==> src/rtl/tmp_alert_pkg.sv <==
// Package: shared types and the count-selector decode for the alert filter.
// Assumes the selector field is 3 bits wide and the thresholds stay at or below 4.
package tmp_alert_pkg;

    localparam int SEL_W = 3;
    localparam int CNT_W = 3;
    localparam logic [CNT_W-1:0] MAX_THR = 3'd4;

    // Classification of one measurement.
    typedef struct packed {
        logic hi;   // strictly above high limit
        logic lo;   // strictly below low limit
        logic th;   // above thermal limit or diode fault
        logic flt;  // diode fault
    } evt_t;

    // Map the selector code to a consecutive-event threshold.
    function automatic logic [CNT_W-1:0] sel_to_thr(input logic [SEL_W-1:0] s);
        case (s)
            3'b001:  return 3'd2;
            3'b011:  return 3'd3;
            3'b111:  return 3'd4;
            default: return 3'd1;
        endcase
    endfunction

endpackage

==> src/rtl/limit_compare.sv <==
// Module: limit_compare
// Classifies one measurement against its limits. A diode fault suppresses
// both limit compares and forces the reported reading to zero.
// Assumes unsigned readings and limits of equal width.
module limit_compare
    import tmp_alert_pkg::*;
#(
    parameter int DW = 8
) (
    input  logic [DW-1:0] value,
    input  logic          fault,
    input  logic [DW-1:0] hi_lim,
    input  logic [DW-1:0] lo_lim,
    input  logic [DW-1:0] th_lim,
    output evt_t          ev,
    output logic [DW-1:0] shown
);

    // Strict compares, gated by the fault flag.
    always_comb begin
        ev.flt = fault;
        ev.hi  = !fault && (value > hi_lim);
        ev.lo  = !fault && (value < lo_lim);
        ev.th  = fault || (value > th_lim);
        shown  = fault ? '0 : value;
    end

endmodule

==> src/rtl/event_debounce.sv <==
// Module: event_debounce
// One consecutive-event counter for one channel and one output. It advances on
// each bad reading of its channel, clears on a clean one, and saturates at the
// decoded threshold. Assumes upd is high only for measurements of its channel.
module event_debounce
    import tmp_alert_pkg::*;
(
    input  logic             clk,
    input  logic             rst_n,
    input  logic             upd,
    input  logic             ev,
    input  logic [SEL_W-1:0] sel,
    output logic             hit_o,
    output logic             qual_o
);

    logic [CNT_W-1:0] cnt;
    logic [CNT_W-1:0] cnt_nxt;
    logic [CNT_W-1:0] thr;

    // Next count: advance, saturate or clear on an update.
    always_comb begin
        thr     = sel_to_thr(sel);
        cnt_nxt = cnt;
        if (upd) begin
            if (!ev)             cnt_nxt = '0;
            else if (cnt >= thr) cnt_nxt = thr;
            else                 cnt_nxt = cnt + 1'b1;
        end
        qual_o = upd && ev && (cnt_nxt == thr);
        hit_o  = (cnt != '0) && (cnt >= thr);
    end

    // Count register.
    always_ff @(posedge clk) begin
        if (!rst_n) cnt <= '0;
        else        cnt <= cnt_nxt;
    end

    a_r4_clean_clears: assert property (@(posedge clk) disable iff (!rst_n)
        (upd && !ev) |=> (cnt == '0));

    a_r5_saturates: assert property (@(posedge clk) disable iff (!rst_n)
        (upd && ev && cnt >= thr) |=> (cnt == $past(thr)));

    a_r3_advance: assert property (@(posedge clk) disable iff (!rst_n)
        (upd && ev && cnt < thr) |=> (cnt == $past(cnt) + 1'b1));

    a_r5_bounded: assert property (@(posedge clk) disable iff (!rst_n)
        cnt <= MAX_THR);

    a_r3_idle_holds: assert property (@(posedge clk) disable iff (!rst_n)
        !upd |=> $stable(cnt));

endmodule

==> src/rtl/sticky_flags.sv <==
// Module: sticky_flags
// A vector of sticky bits. The bits are set by pulses and cleared by a clear
// pulse at the next edge; a set on that same edge wins. Assumes clr is one cycle.
module sticky_flags #(
    parameter int W = 4
) (
    input  logic         clk,
    input  logic         rst_n,
    input  logic [W-1:0] set,
    input  logic         clr,
    output logic [W-1:0] q
);

    // Hold, clear and set, with set taking priority.
    always_ff @(posedge clk) begin
        if (!rst_n) q <= '0;
        else        q <= (clr ? '0 : q) | set;
    end

    a_r11_set_wins: assert property (@(posedge clk) disable iff (!rst_n)
        (|set) |=> ((q & $past(set)) == $past(set)));

    a_r11_clear: assert property (@(posedge clk) disable iff (!rst_n)
        (clr && set == '0) |=> (q == '0));

endmodule

==> src/rtl/temp_alert_filter.sv <==
// Module: temp_alert_filter (top)
// Per-channel consecutive-event filter for the alert and thermal outputs,
// with sticky status and fault registers. Assumes at most one measurement
// strobe per cycle and NCH >= 2.
module temp_alert_filter
    import tmp_alert_pkg::*;
#(
    parameter int NCH = 4,
    parameter int DW  = 8,
    localparam int CHW = $clog2(NCH)
) (
    input  logic             clk,
    input  logic             rst_n,
    input  logic             meas_valid,
    input  logic [CHW-1:0]   meas_ch,
    input  logic [DW-1:0]    meas_value,
    input  logic             meas_fault,
    input  logic [DW-1:0]    hi_lim,
    input  logic [DW-1:0]    lo_lim,
    input  logic [DW-1:0]    th_lim,
    input  logic [SEL_W-1:0] alert_sel,
    input  logic [SEL_W-1:0] therm_sel,
    input  logic [NCH-1:0]   alert_mask,
    input  logic             rd_clr,
    output logic             alert_o,
    output logic             therm_o,
    output logic             rpt_valid,
    output logic [DW-1:0]    rpt_value,
    output logic [NCH-1:0]   status_hi,
    output logic [NCH-1:0]   status_lo,
    output logic [NCH-1:0]   fault_flags,
    output logic             fault_any
);

    evt_t           ev;
    logic [DW-1:0]  shown;
    logic [NCH-1:0] upd;
    logic [NCH-1:0] a_hit, a_qual;
    logic [NCH-1:0] t_hit, t_qual;
    logic [NCH-1:0] hi_set, lo_set, flt_set;

    limit_compare #(.DW(DW)) u_cmp (
        .value  (meas_value),
        .fault  (meas_fault),
        .hi_lim (hi_lim),
        .lo_lim (lo_lim),
        .th_lim (th_lim),
        .ev     (ev),
        .shown  (shown)
    );

    // Per-channel counter pair and status set pulses.
    for (genvar c = 0; c < NCH; c++) begin : g_ch
        assign upd[c] = meas_valid && (meas_ch == CHW'(c));

        event_debounce u_alert_db (
            .clk    (clk),
            .rst_n  (rst_n),
            .upd    (upd[c]),
            .ev     (ev.hi || ev.lo || ev.flt),
            .sel    (alert_sel),
            .hit_o  (a_hit[c]),
            .qual_o (a_qual[c])
        );

        event_debounce u_therm_db (
            .clk    (clk),
            .rst_n  (rst_n),
            .upd    (upd[c]),
            .ev     (ev.th),
            .sel    (therm_sel),
            .hit_o  (t_hit[c]),
            .qual_o (t_qual[c])
        );

        assign hi_set[c]  = a_qual[c] && ev.hi;
        assign lo_set[c]  = a_qual[c] && ev.lo;
        assign flt_set[c] = a_qual[c] && ev.flt;
    end

    sticky_flags #(.W(NCH)) u_st_hi (
        .clk(clk), .rst_n(rst_n), .set(hi_set), .clr(rd_clr), .q(status_hi));
    sticky_flags #(.W(NCH)) u_st_lo (
        .clk(clk), .rst_n(rst_n), .set(lo_set), .clr(rd_clr), .q(status_lo));
    sticky_flags #(.W(NCH)) u_st_flt (
        .clk(clk), .rst_n(rst_n), .set(flt_set), .clr(rd_clr), .q(fault_flags));

    // Output pins from the counter hits, alert pin masked per channel.
    always_comb begin
        alert_o   = |(a_hit & ~alert_mask);
        therm_o   = |t_hit;
        fault_any = |fault_flags;
    end

    // Registered reported reading.
    always_ff @(posedge clk) begin
        if (!rst_n) begin
            rpt_valid <= 1'b0;
            rpt_value <= '0;
        end else begin
            rpt_valid <= meas_valid;
            if (meas_valid) rpt_value <= shown;
        end
    end

    a_r6_fault_zero: assert property (@(posedge clk) disable iff (!rst_n)
        (meas_valid && meas_fault) |=> (rpt_valid && rpt_value == '0));

    a_r6_fault_no_lo: assert property (@(posedge clk) disable iff (!rst_n)
        (meas_valid && meas_fault && !rd_clr && status_lo == '0) |=> (status_lo == '0));

    a_r7_all_masked: assert property (@(posedge clk) disable iff (!rst_n)
        (&alert_mask) |-> !alert_o);

    a_r10_fault_any: assert property (@(posedge clk) disable iff (!rst_n)
        fault_any == (fault_flags != '0));

endmodule

==> config.mk <==
export PLATFORM = sky130hd
export DESIGN_NAME = temp_alert_filter
export DESIGN_NICKNAME = d
export VERILOG_FILES = /design/src/rtl/tmp_alert_pkg.sv /design/src/rtl/limit_compare.sv /design/src/rtl/event_debounce.sv /design/src/rtl/sticky_flags.sv /design/src/rtl/temp_alert_filter.sv
export SDC_FILE = /design/constraint.sdc
export NUM_CORES = 1
export LEC_CHECK = 0
export ABC_AREA = 1
export BUFFER_PORTS_ARGS = -buffer_cell sky130_fd_sc_hd__buf_4
export CORE_AREA = 3 3 92 94
export CTS_CLUSTER_DIAMETER = 60
export CTS_CLUSTER_SIZE = 10
export DETAILED_ROUTE_END_ITERATION = 10
export DIE_AREA = 0 0 95 97
export PLACE_DENSITY = 0.78
export SLEW_MARGIN = 40
export SYNTH_ARGS = -nofsm -noshare
export SYNTH_HDL_FRONTEND = slang
export SYNTH_SLANG_ARGS = --single-unit
==> constraint.sdc <==
create_clock -name clk -period 3.38 [get_ports clk]
set_clock_uncertainty 0.1 [all_clocks]
set_input_delay 0.676 -clock clk [delete_from_list [all_inputs] [get_ports clk]]
set_output_delay 0.676 -clock clk [all_outputs]
set_load 0.02 [all_outputs]
==> results of run 1 <==
[per-layer routing]
metal  part of all wire  wire length [µm]  global-route usage
met1               0.43              3930               0.245
met2               0.49              4490               0.376
met3              0.069               634              0.0490
met4              0.017               157              0.0699
met5                  0                 0                   0
[critical path, delay by kind of cell]
family | cells | cell delay (ps)
AO/OA/AOI/OAI | 3 | 840
buffers and inverters | 4 | 470
adder cells (fa/ha/maj) | 1 | 230
AND/OR/NAND/NOR | 2 | 190
[cell families after synthesis]
| logic type | Yosys count | synth area share |
|---|---|---|
| buf+inv | 90 | 0.0977 |
| simple gates | 212 | 0.267 |
| flops | 45 | 0.235 |
| compound gates | 121 | 0.175 |
| xor+xnor | 8 | 0.0183 |
| fa+ha+maj | 63 | 0.206 |
[metrics by stage]
stage | util | instances | instance area, µm²
finish | 0.596 | 718 | 4610
detailed placement | 0.581 | 710 | 4490
global route | 0.596 | 718 | 4610
floorplan | - | 539 | 3830
CTS | 0.596 | 718 | 4610
global placement | 0.581 | 710 | 4490
[registers in the layout, indices dropped and copies added, names as in the netlist]
register	count
g_ch.u_therm_db.cnt	12
g_ch.u_alert_db.cnt	12
u_st_lo.q	4
rpt_value	8
u_st_flt.q	4
u_st_hi.q	4
rpt_valid	1
[worst min path at each step]
stage,slack [ps],end,cells past startpoint,start
4_1_cts,370,rpt_value[1],2,rpt_value[1]
3_5_place_dp,360,rpt_value[1],2,rpt_value[1]
6_report,370,rpt_value[1],2,rpt_value[1]
2_1_floorplan,360,g_ch[3].u_therm_db.cnt[0],2,g_ch[3].u_therm_db.cnt[0]
3_3_place_gp,350,rpt_value[7],2,rpt_value[7]
5_1_grt,400,u_st_lo.q[1],2,u_st_lo.q[1]
[layout make-up]
type,instances,share of cell area
clock buffers,6,0.0179
clock inverters,2,0.00815
inverters,77,0.0633
multi-input cells,404,0.554
flip-flops and latches,45,0.195
well taps,102,0.0277
repair buffers,82,0.134
[power by group]
part	internal [mW]	switching [mW]
Combinational	0.182	0.263
Clock	0.241	0.195
Sequential	0.547	0.0154
[cells in the final DEF (no fill, tap or decap), types with 2 or more instances in the layout]
cell	synthesis	routed
sky130_fd_sc_hd__xnor2_1	4	4
sky130_fd_sc_hd__nand3_4	3	3
sky130_fd_sc_hd__nor2_2	7	7
sky130_fd_sc_hd__nand4_1	5	5
sky130_fd_sc_hd__o21ai_0	20	20
sky130_fd_sc_hd__nand3_2	7	7
sky130_fd_sc_hd__nor3_2	2	2
sky130_fd_sc_hd__a21oi_1	74	74
sky130_fd_sc_hd__clkbuf_8	0	6
sky130_fd_sc_hd__nand3_1	45	45
sky130_fd_sc_hd__xor2_1	4	4
sky130_fd_sc_hd__buf_4	3	82
sky130_fd_sc_hd__dfxtp_1	45	45
sky130_fd_sc_hd__inv_2	8	8
sky130_fd_sc_hd__nand2_1	124	124
sky130_fd_sc_hd__nor2_1	12	12
sky130_fd_sc_hd__inv_1	67	67
sky130_fd_sc_hd__o211ai_1	18	18
sky130_fd_sc_hd__o21ai_1	4	4
sky130_fd_sc_hd__ha_1	63	63
==> results.json, run 1 <==
{
  "outcome": "finished clean",
  "portBuffers": 72,
  "powerDensity_nw_per_um2": 313,
  "area.growth.synth_to_final_pct": 20.4,
  "floorplan.io_pins": 73,
  "cts_setup_buffers": 0,
  "slew_headroom": 0.654,
  "setup.worst_path.start_class": "primary input",
  "rsz_0062_raised_after_global_routing": "no",
  "total_wire_length_um": 9210,
  "crit_path_end_kind": "output port",
  "vias_per_cell": 5.29,
  "multiInputGateArea_um2": 2550,
  "cp_cell_sequence": "buf_4 -> inv_1 -> nand2_1 -> o21ai_0 -> inv_1 -> ha_1 -> o211ai_1 -> o21ai_0 -> nand4_1 -> buf_4",
  "max_slew.worst_pin.slew_ps": 517,
  "critPathCapture": "therm_o",
  "finalHoldViolCount": 0,
  "first_pass_iters": 4,
  "die_width_um": 95,
  "place.detailed.hpwl_um": 7480,
  "finalSetupViolCount": 0,
  "worst_r2r_endpoint": "u_st_flt.q[1]",
  "finalHoldWorstSlack_ps": 369,
  "synth_area_per_cell_um2": 7.10,
  "globalRouteOverflowTotal": 0,
  "final_critical_path_setup_slack_ps": 202,
  "mappedNetlistNets": 651,
  "depth_of_the_most_critical_reg_to_reg_path": 11,
  "synth-edff-count": 0,
  "netlist_instances": 539,
  "worst_setup_hold_path_clk_slew_ps": 90,
  "worst_setup_path_startpoint": "therm_sel[2]",
  "synth_commonest_cells": "sky130_fd_sc_hd__nand2_1, sky130_fd_sc_hd__a21oi_1, sky130_fd_sc_hd__inv_1, sky130_fd_sc_hd__ha_1",
  "ys_ff_latch": 45,
  "worstPathArrival_ps": 2400,
  "fin_nets": 727,
  "detail_route.drc_violations": 0,
  "layout_worst_path_cycle_share": 0.940,
  "worst-r2r-setup-slack_ps": 1120,
  "synth_top_cell_area_share": 0.235,
  "worst-setup-path-type": "in2out",
  "grtUsageTotal": 0.212,
  "wl_per_cell_um": 12.8,
  "yosys.cell_types.count": 38,
  "n_fill_cell": 698,
  "critical_path.slowest_cell": "sky130_fd_sc_hd__o211ai_1",
  "cts-htree-levels": 2,
  "timing.hold.worst.class": "reg2reg",
  "totalNegativeSetupSlack_ps": 0,
  "critical_path_required_ps": 2600,
  "post_synth_instance_area_um2": 3830,
  "post_cts_resized": 0,
  "worst-path-max-fanout": 7,
  "antenna_found_initial": 0,
  "synth.area.top_cells": "sky130_fd_sc_hd__dfxtp_1, sky130_fd_sc_hd__ha_1, sky130_fd_sc_hd__nand2_1",
  "tritoncts": "built",
  "ctsRootBufferMaster": "sky130_fd_sc_hd__clkbuf_8",
  "pin_count_of_the_biggest_net_entering_global_routing": 24,
  "maxCapViolations": 0,
  "synthesis.yosys.warnings": 0,
  "ys_dominant_reg_cell": "sky130_fd_sc_hd__dfxtp_1",
  "leakagePower_nw": 2.26,
  "grt_pass1_wl_um": 16400,
  "hold_buffers": 0,
  "clkLatencyLatePin_ps": 300,
  "initial_core_util": 0.495,
  "p_total_mw": 1.44,
  "achievable_frequency_ghz": 0.315,
  "clkSinkCount": 45,
  "pre_cts_ws_ps": 233,
  "final_replace_weighted_congestion": 0.875,
  "cpPeakStageDelay_ps": 430,
  "die_height_um": 97,
  "vias_in_the_first_global_route": 3886,
  "post-synth-top-area-cell": "sky130_fd_sc_hd__dfxtp_1",
  "fp.dieArea_um2": 9220,
  "yosysSeqAreaShare": 0.235,
  "slew_viol_final": 0,
  "core_region_area_um2": 7730,
  "final_layout_size_suffix_gt1_frac": 0.201,
  "number_of_inserted_diodes": 0,
  "register_area_um2": 901,
  "antenna_violating_nets_left": 0,
  "reg2reg_from": "g_ch[1].u_alert_db.cnt[2]",
  "vias": 3796,
  "drt_iter0_markers": 213,
  "clk_path_buf_depth": 2,
  "finalWorstPathRequiredPeriod_ps": 3180,
  "placementRows": 32,
  "peakVddDrop_mv": 0.140,
  "tritoncts.num_buffers": 5,
  "synthMostInstantiatedCell": "sky130_fd_sc_hd__nand2_1",
  "asyncSetResetFlopFracSynth": 0
}
No activity file was read; power rests on OpenSTA's default activity.
==> run 2, diff against run 1 <==
ABC_AREA = unset   (was 1)
CORE_AREA = 3 3 93 95   (was 3 3 92 94)
DIE_AREA = 0 0 96 98   (was 0 0 95 97)
PLACE_DENSITY = 0.77   (was 0.78)
==> results.json, run 2 <==
{
  "fp.dieArea_um2": 9410,
  "achievable_frequency_ghz": 0.307,
  "ctsRootBufferMaster": "sky130_fd_sc_hd__clkbuf_8",
  "layout_worst_path_cycle_share": 0.965,
  "die_width_um": 96,
  "hold_buffers": 0,
  "slew_viol_final": 0,
  "pin_count_of_the_biggest_net_entering_global_routing": 41,
  "yosys.cell_types.count": 55,
  "critical_path.slowest_cell": "sky130_fd_sc_hd__ha_1",
  "max_slew.worst_pin.slew_ps": 728,
  "initial_core_util": 0.499,
  "cp_cell_sequence": "buf_4 -> or2_1 -> a21boi_2 -> inv_2 -> ha_1 -> nand2b_1 -> a21o_1 -> a21o_1 -> a22oi_2 -> nand2_1 -> buf_4",
  "synth_commonest_cells": "sky130_fd_sc_hd__ha_1, sky130_fd_sc_hd__inv_1, sky130_fd_sc_hd__dfxtp_1, sky130_fd_sc_hd__nand2_1, sky130_fd_sc_hd__a21oi_1",
  "clkSinkCount": 45,
  "crit_path_end_kind": "output port",
  "leakagePower_nw": 2.24,
  "rsz_0062_raised_after_global_routing": "no",
  "finalWorstPathRequiredPeriod_ps": 3260,
  "worst_setup_hold_path_clk_slew_ps": 90,
  "vias": 3680,
  "cpPeakStageDelay_ps": 270,
  "finalSetupViolCount": 0,
  "synth_area_per_cell_um2": 7.91,
  "vias_per_cell": 5.48,
  "largest_regs": "g_ch.u_alert_db.cnt: 12 flops, g_ch.u_therm_db.cnt: 12 flops, rpt_value: 8 flops",
  "mostFrequentLayoutCell": "sky130_fd_sc_hd__buf_4",
  "synth-edff-count": 0,
  "finalHoldWorstSlack_ps": 359,
  "maxCapViolations": 0,
  "place.detailed.instances": 663,
  "internal_power_uw": 918,
  "antenna_found_initial": 0,
  "core_region_area_um2": 7810,
  "clk_path_buf_depth": 2,
  "wl_per_cell_um": 14.6,
  "worst-path-max-fanout": 6,
  "synth.area.top_cells": "sky130_fd_sc_hd__dfxtp_1, sky130_fd_sc_hd__ha_1, sky130_fd_sc_hd__inv_1",
  "clock_power_share": 0.252,
  "power.switching_fraction": 0.343,
  "yosysSeqAreaShare": 0.231,
  "cts-htree-levels": 2,
  "area.growth.synth_to_final_pct": 19.6,
  "power.sequential.fraction": 0.407,
  "p_total_mw": 1.40,
  "worst-setup-path-type": "in2out",
  "post_synth_instance_area_um2": 3900,
  "number_of_inserted_diodes": 0,
  "synthesis.yosys.warnings": 0,
  "outcome": "finished clean",
  "final_layout_size_suffix_gt1_frac": 0.195,
  "synthMostInstantiatedCell": "sky130_fd_sc_hd__ha_1",
  "timing.hold.worst.class": "reg2reg",
  "placementRows": 32,
  "finalHoldViolCount": 0,
  "first_pass_iters": 4,
  "stdcell_count": 671,
  "post_cts_resized": 0,
  "drt_iter0_markers": 167,
  "final_replace_weighted_congestion": 0.923,
  "total_wire_length_um": 9810,
  "ys_ff_latch": 45,
  "fin_nets": 680,
  "asyncSetResetFlopFracSynth": 0,
  "ys_dominant_reg_cell": "sky130_fd_sc_hd__dfxtp_1",
  "grt_pass1_wl_um": 15900,
  "globalRouteOverflowTotal": 0,
  "peakVddDrop_mv": 0.182,
  "detail_route.drc_violations": 0,
  "pre_cts_ws_ps": 69.0,
  "portBuffers": 72,
  "cts_setup_buffers": 0,
  "tritoncts": "built",
  "place.detailed.hpwl_um": 7740,
  "net-switching-power_uw": 479,
  "tritoncts.num_buffers": 5,
  "critical_path_required_ps": 2600,
  "setup.worst_path.start_class": "primary input",
  "netlist_instances": 493,
  "power.share.combinational": 0.341,
  "post-synth-top-area-cell": "sky130_fd_sc_hd__dfxtp_1",
  "worstPathArrival_ps": 2480,
  "die_height_um": 98,
  "antenna_violating_nets_left": 0,
  "synth_top_cell_area_share": 0.231,
  "clkLatencyLatePin_ps": 310,
  "final_critical_path_setup_slack_ps": 120,
  "floorplan.io_pins": 73,
  "most-common-layout-cells": "sky130_fd_sc_hd__buf_4, sky130_fd_sc_hd__ha_1, sky130_fd_sc_hd__inv_1",
  "totalNegativeSetupSlack_ps": 0,
  "grtUsageTotal": 0.208,
  "vias_in_the_first_global_route": 3444,
  "powerDensity_nw_per_um2": 300,
  "mappedNetlistNets": 605,
  "slew_headroom": 0.514
}
[run 2: cell count changes in the layout (fill, tap and decap cells not counted), sizes merged, moves of 9 or more]
| cell | change |
|---|---|
| nand2 | -87 |
| nand3 | -36 |
| nand4 | +9 |
| nand2b | +12 |
| o21ai | +19 |
| inv | -20 |
| a21oi | -41 |
| nor2b | +24 |
| o211ai | -15 |
[run 2: critical path, delay by kind of cell]
| kind | cells | cell delay [ps] |
|---|---|---|
| compound gates | 4 | 700 |
| fa+ha+maj | 1 | 270 |
| buf+inv | 3 | 360 |
| simple gates | 3 | 470 |
[run 2: power groups by stage]
stage	Combinational (mW)	Clock, mW	Sequential (mW)
2_1_floorplan	0.298	0	0.584
3_3_place_gp	0.450	0	0.580
3_5_place_dp	0.468	0	0.581
4_1_cts	0.471	0.365	0.569
5_1_grt	0.531	0.386	0.572
6_report	0.476	0.352	0.569
[run 2: cell families (layout without fill, tap and decap cells)]
| logic type | after synthesis | after routing | synth area share |
|---|---|---|---|
| xor gates and xnor gates | 9 | 9 | 0.0202 |
| AOI/OAI and AO/OA | 125 | 125 | 0.196 |
| buffers and inverters | 72 | 148 | 0.0805 |
| and+or+nand+nor | 166 | 166 | 0.233 |
| muxes | 13 | 13 | 0.0372 |
| adders and majority gates | 63 | 63 | 0.202 |
| DFF | 45 | 45 | 0.231 |
[run 2: path summary, 6_finish.rpt]
path	from	to	slack [ps]	cells after the start
hold reg to reg	u_st_lo.q[0]	u_st_lo.q[0]	360	2
setup / recovery	alert_sel[1]	alert_o	120	11
hold / removal	u_st_lo.q[0]	u_st_lo.q[0]	360	2
setup reg to reg	g_ch[2].u_alert_db.cnt[0]	g_ch[2].u_alert_db.cnt[1]	1090	9
[run 2: cell type report]
| class | instances | area, µm² |
|---|---|---|
| clock buffers | 5 | 68.8 |
| clock inverters | 3 | 25.0 |
| fillers | 718 | 3140 |
| inverters | 55 | 206 |
| multi-input cells | 376 | 2690 |
| flip-flops and latches | 45 | 901 |
| well taps | 102 | 128 |
| repair buffers | 85 | 642 |
[run 2: per-stage QoR]
step	utilization	cell area [µm²]
4_1_cts	0.596	4650
6_report	0.597	4660
2_1_floorplan	-	3900
5_1_grt	0.597	4660
3_5_place_dp	0.584	4560
3_3_place_gp	0.584	4560
[run 2: per-layer routing]
metal | up-vias | wire [µm] | track usage
li1 | 1872 | - | -
met1 | 1665 | 4510 | 0.274
met2 | 130 | 4530 | 0.345
met3 | 13 | 645 | 0.0362
met4 | 0 | 125 | 0.0591
met5 | - | 0 | 0
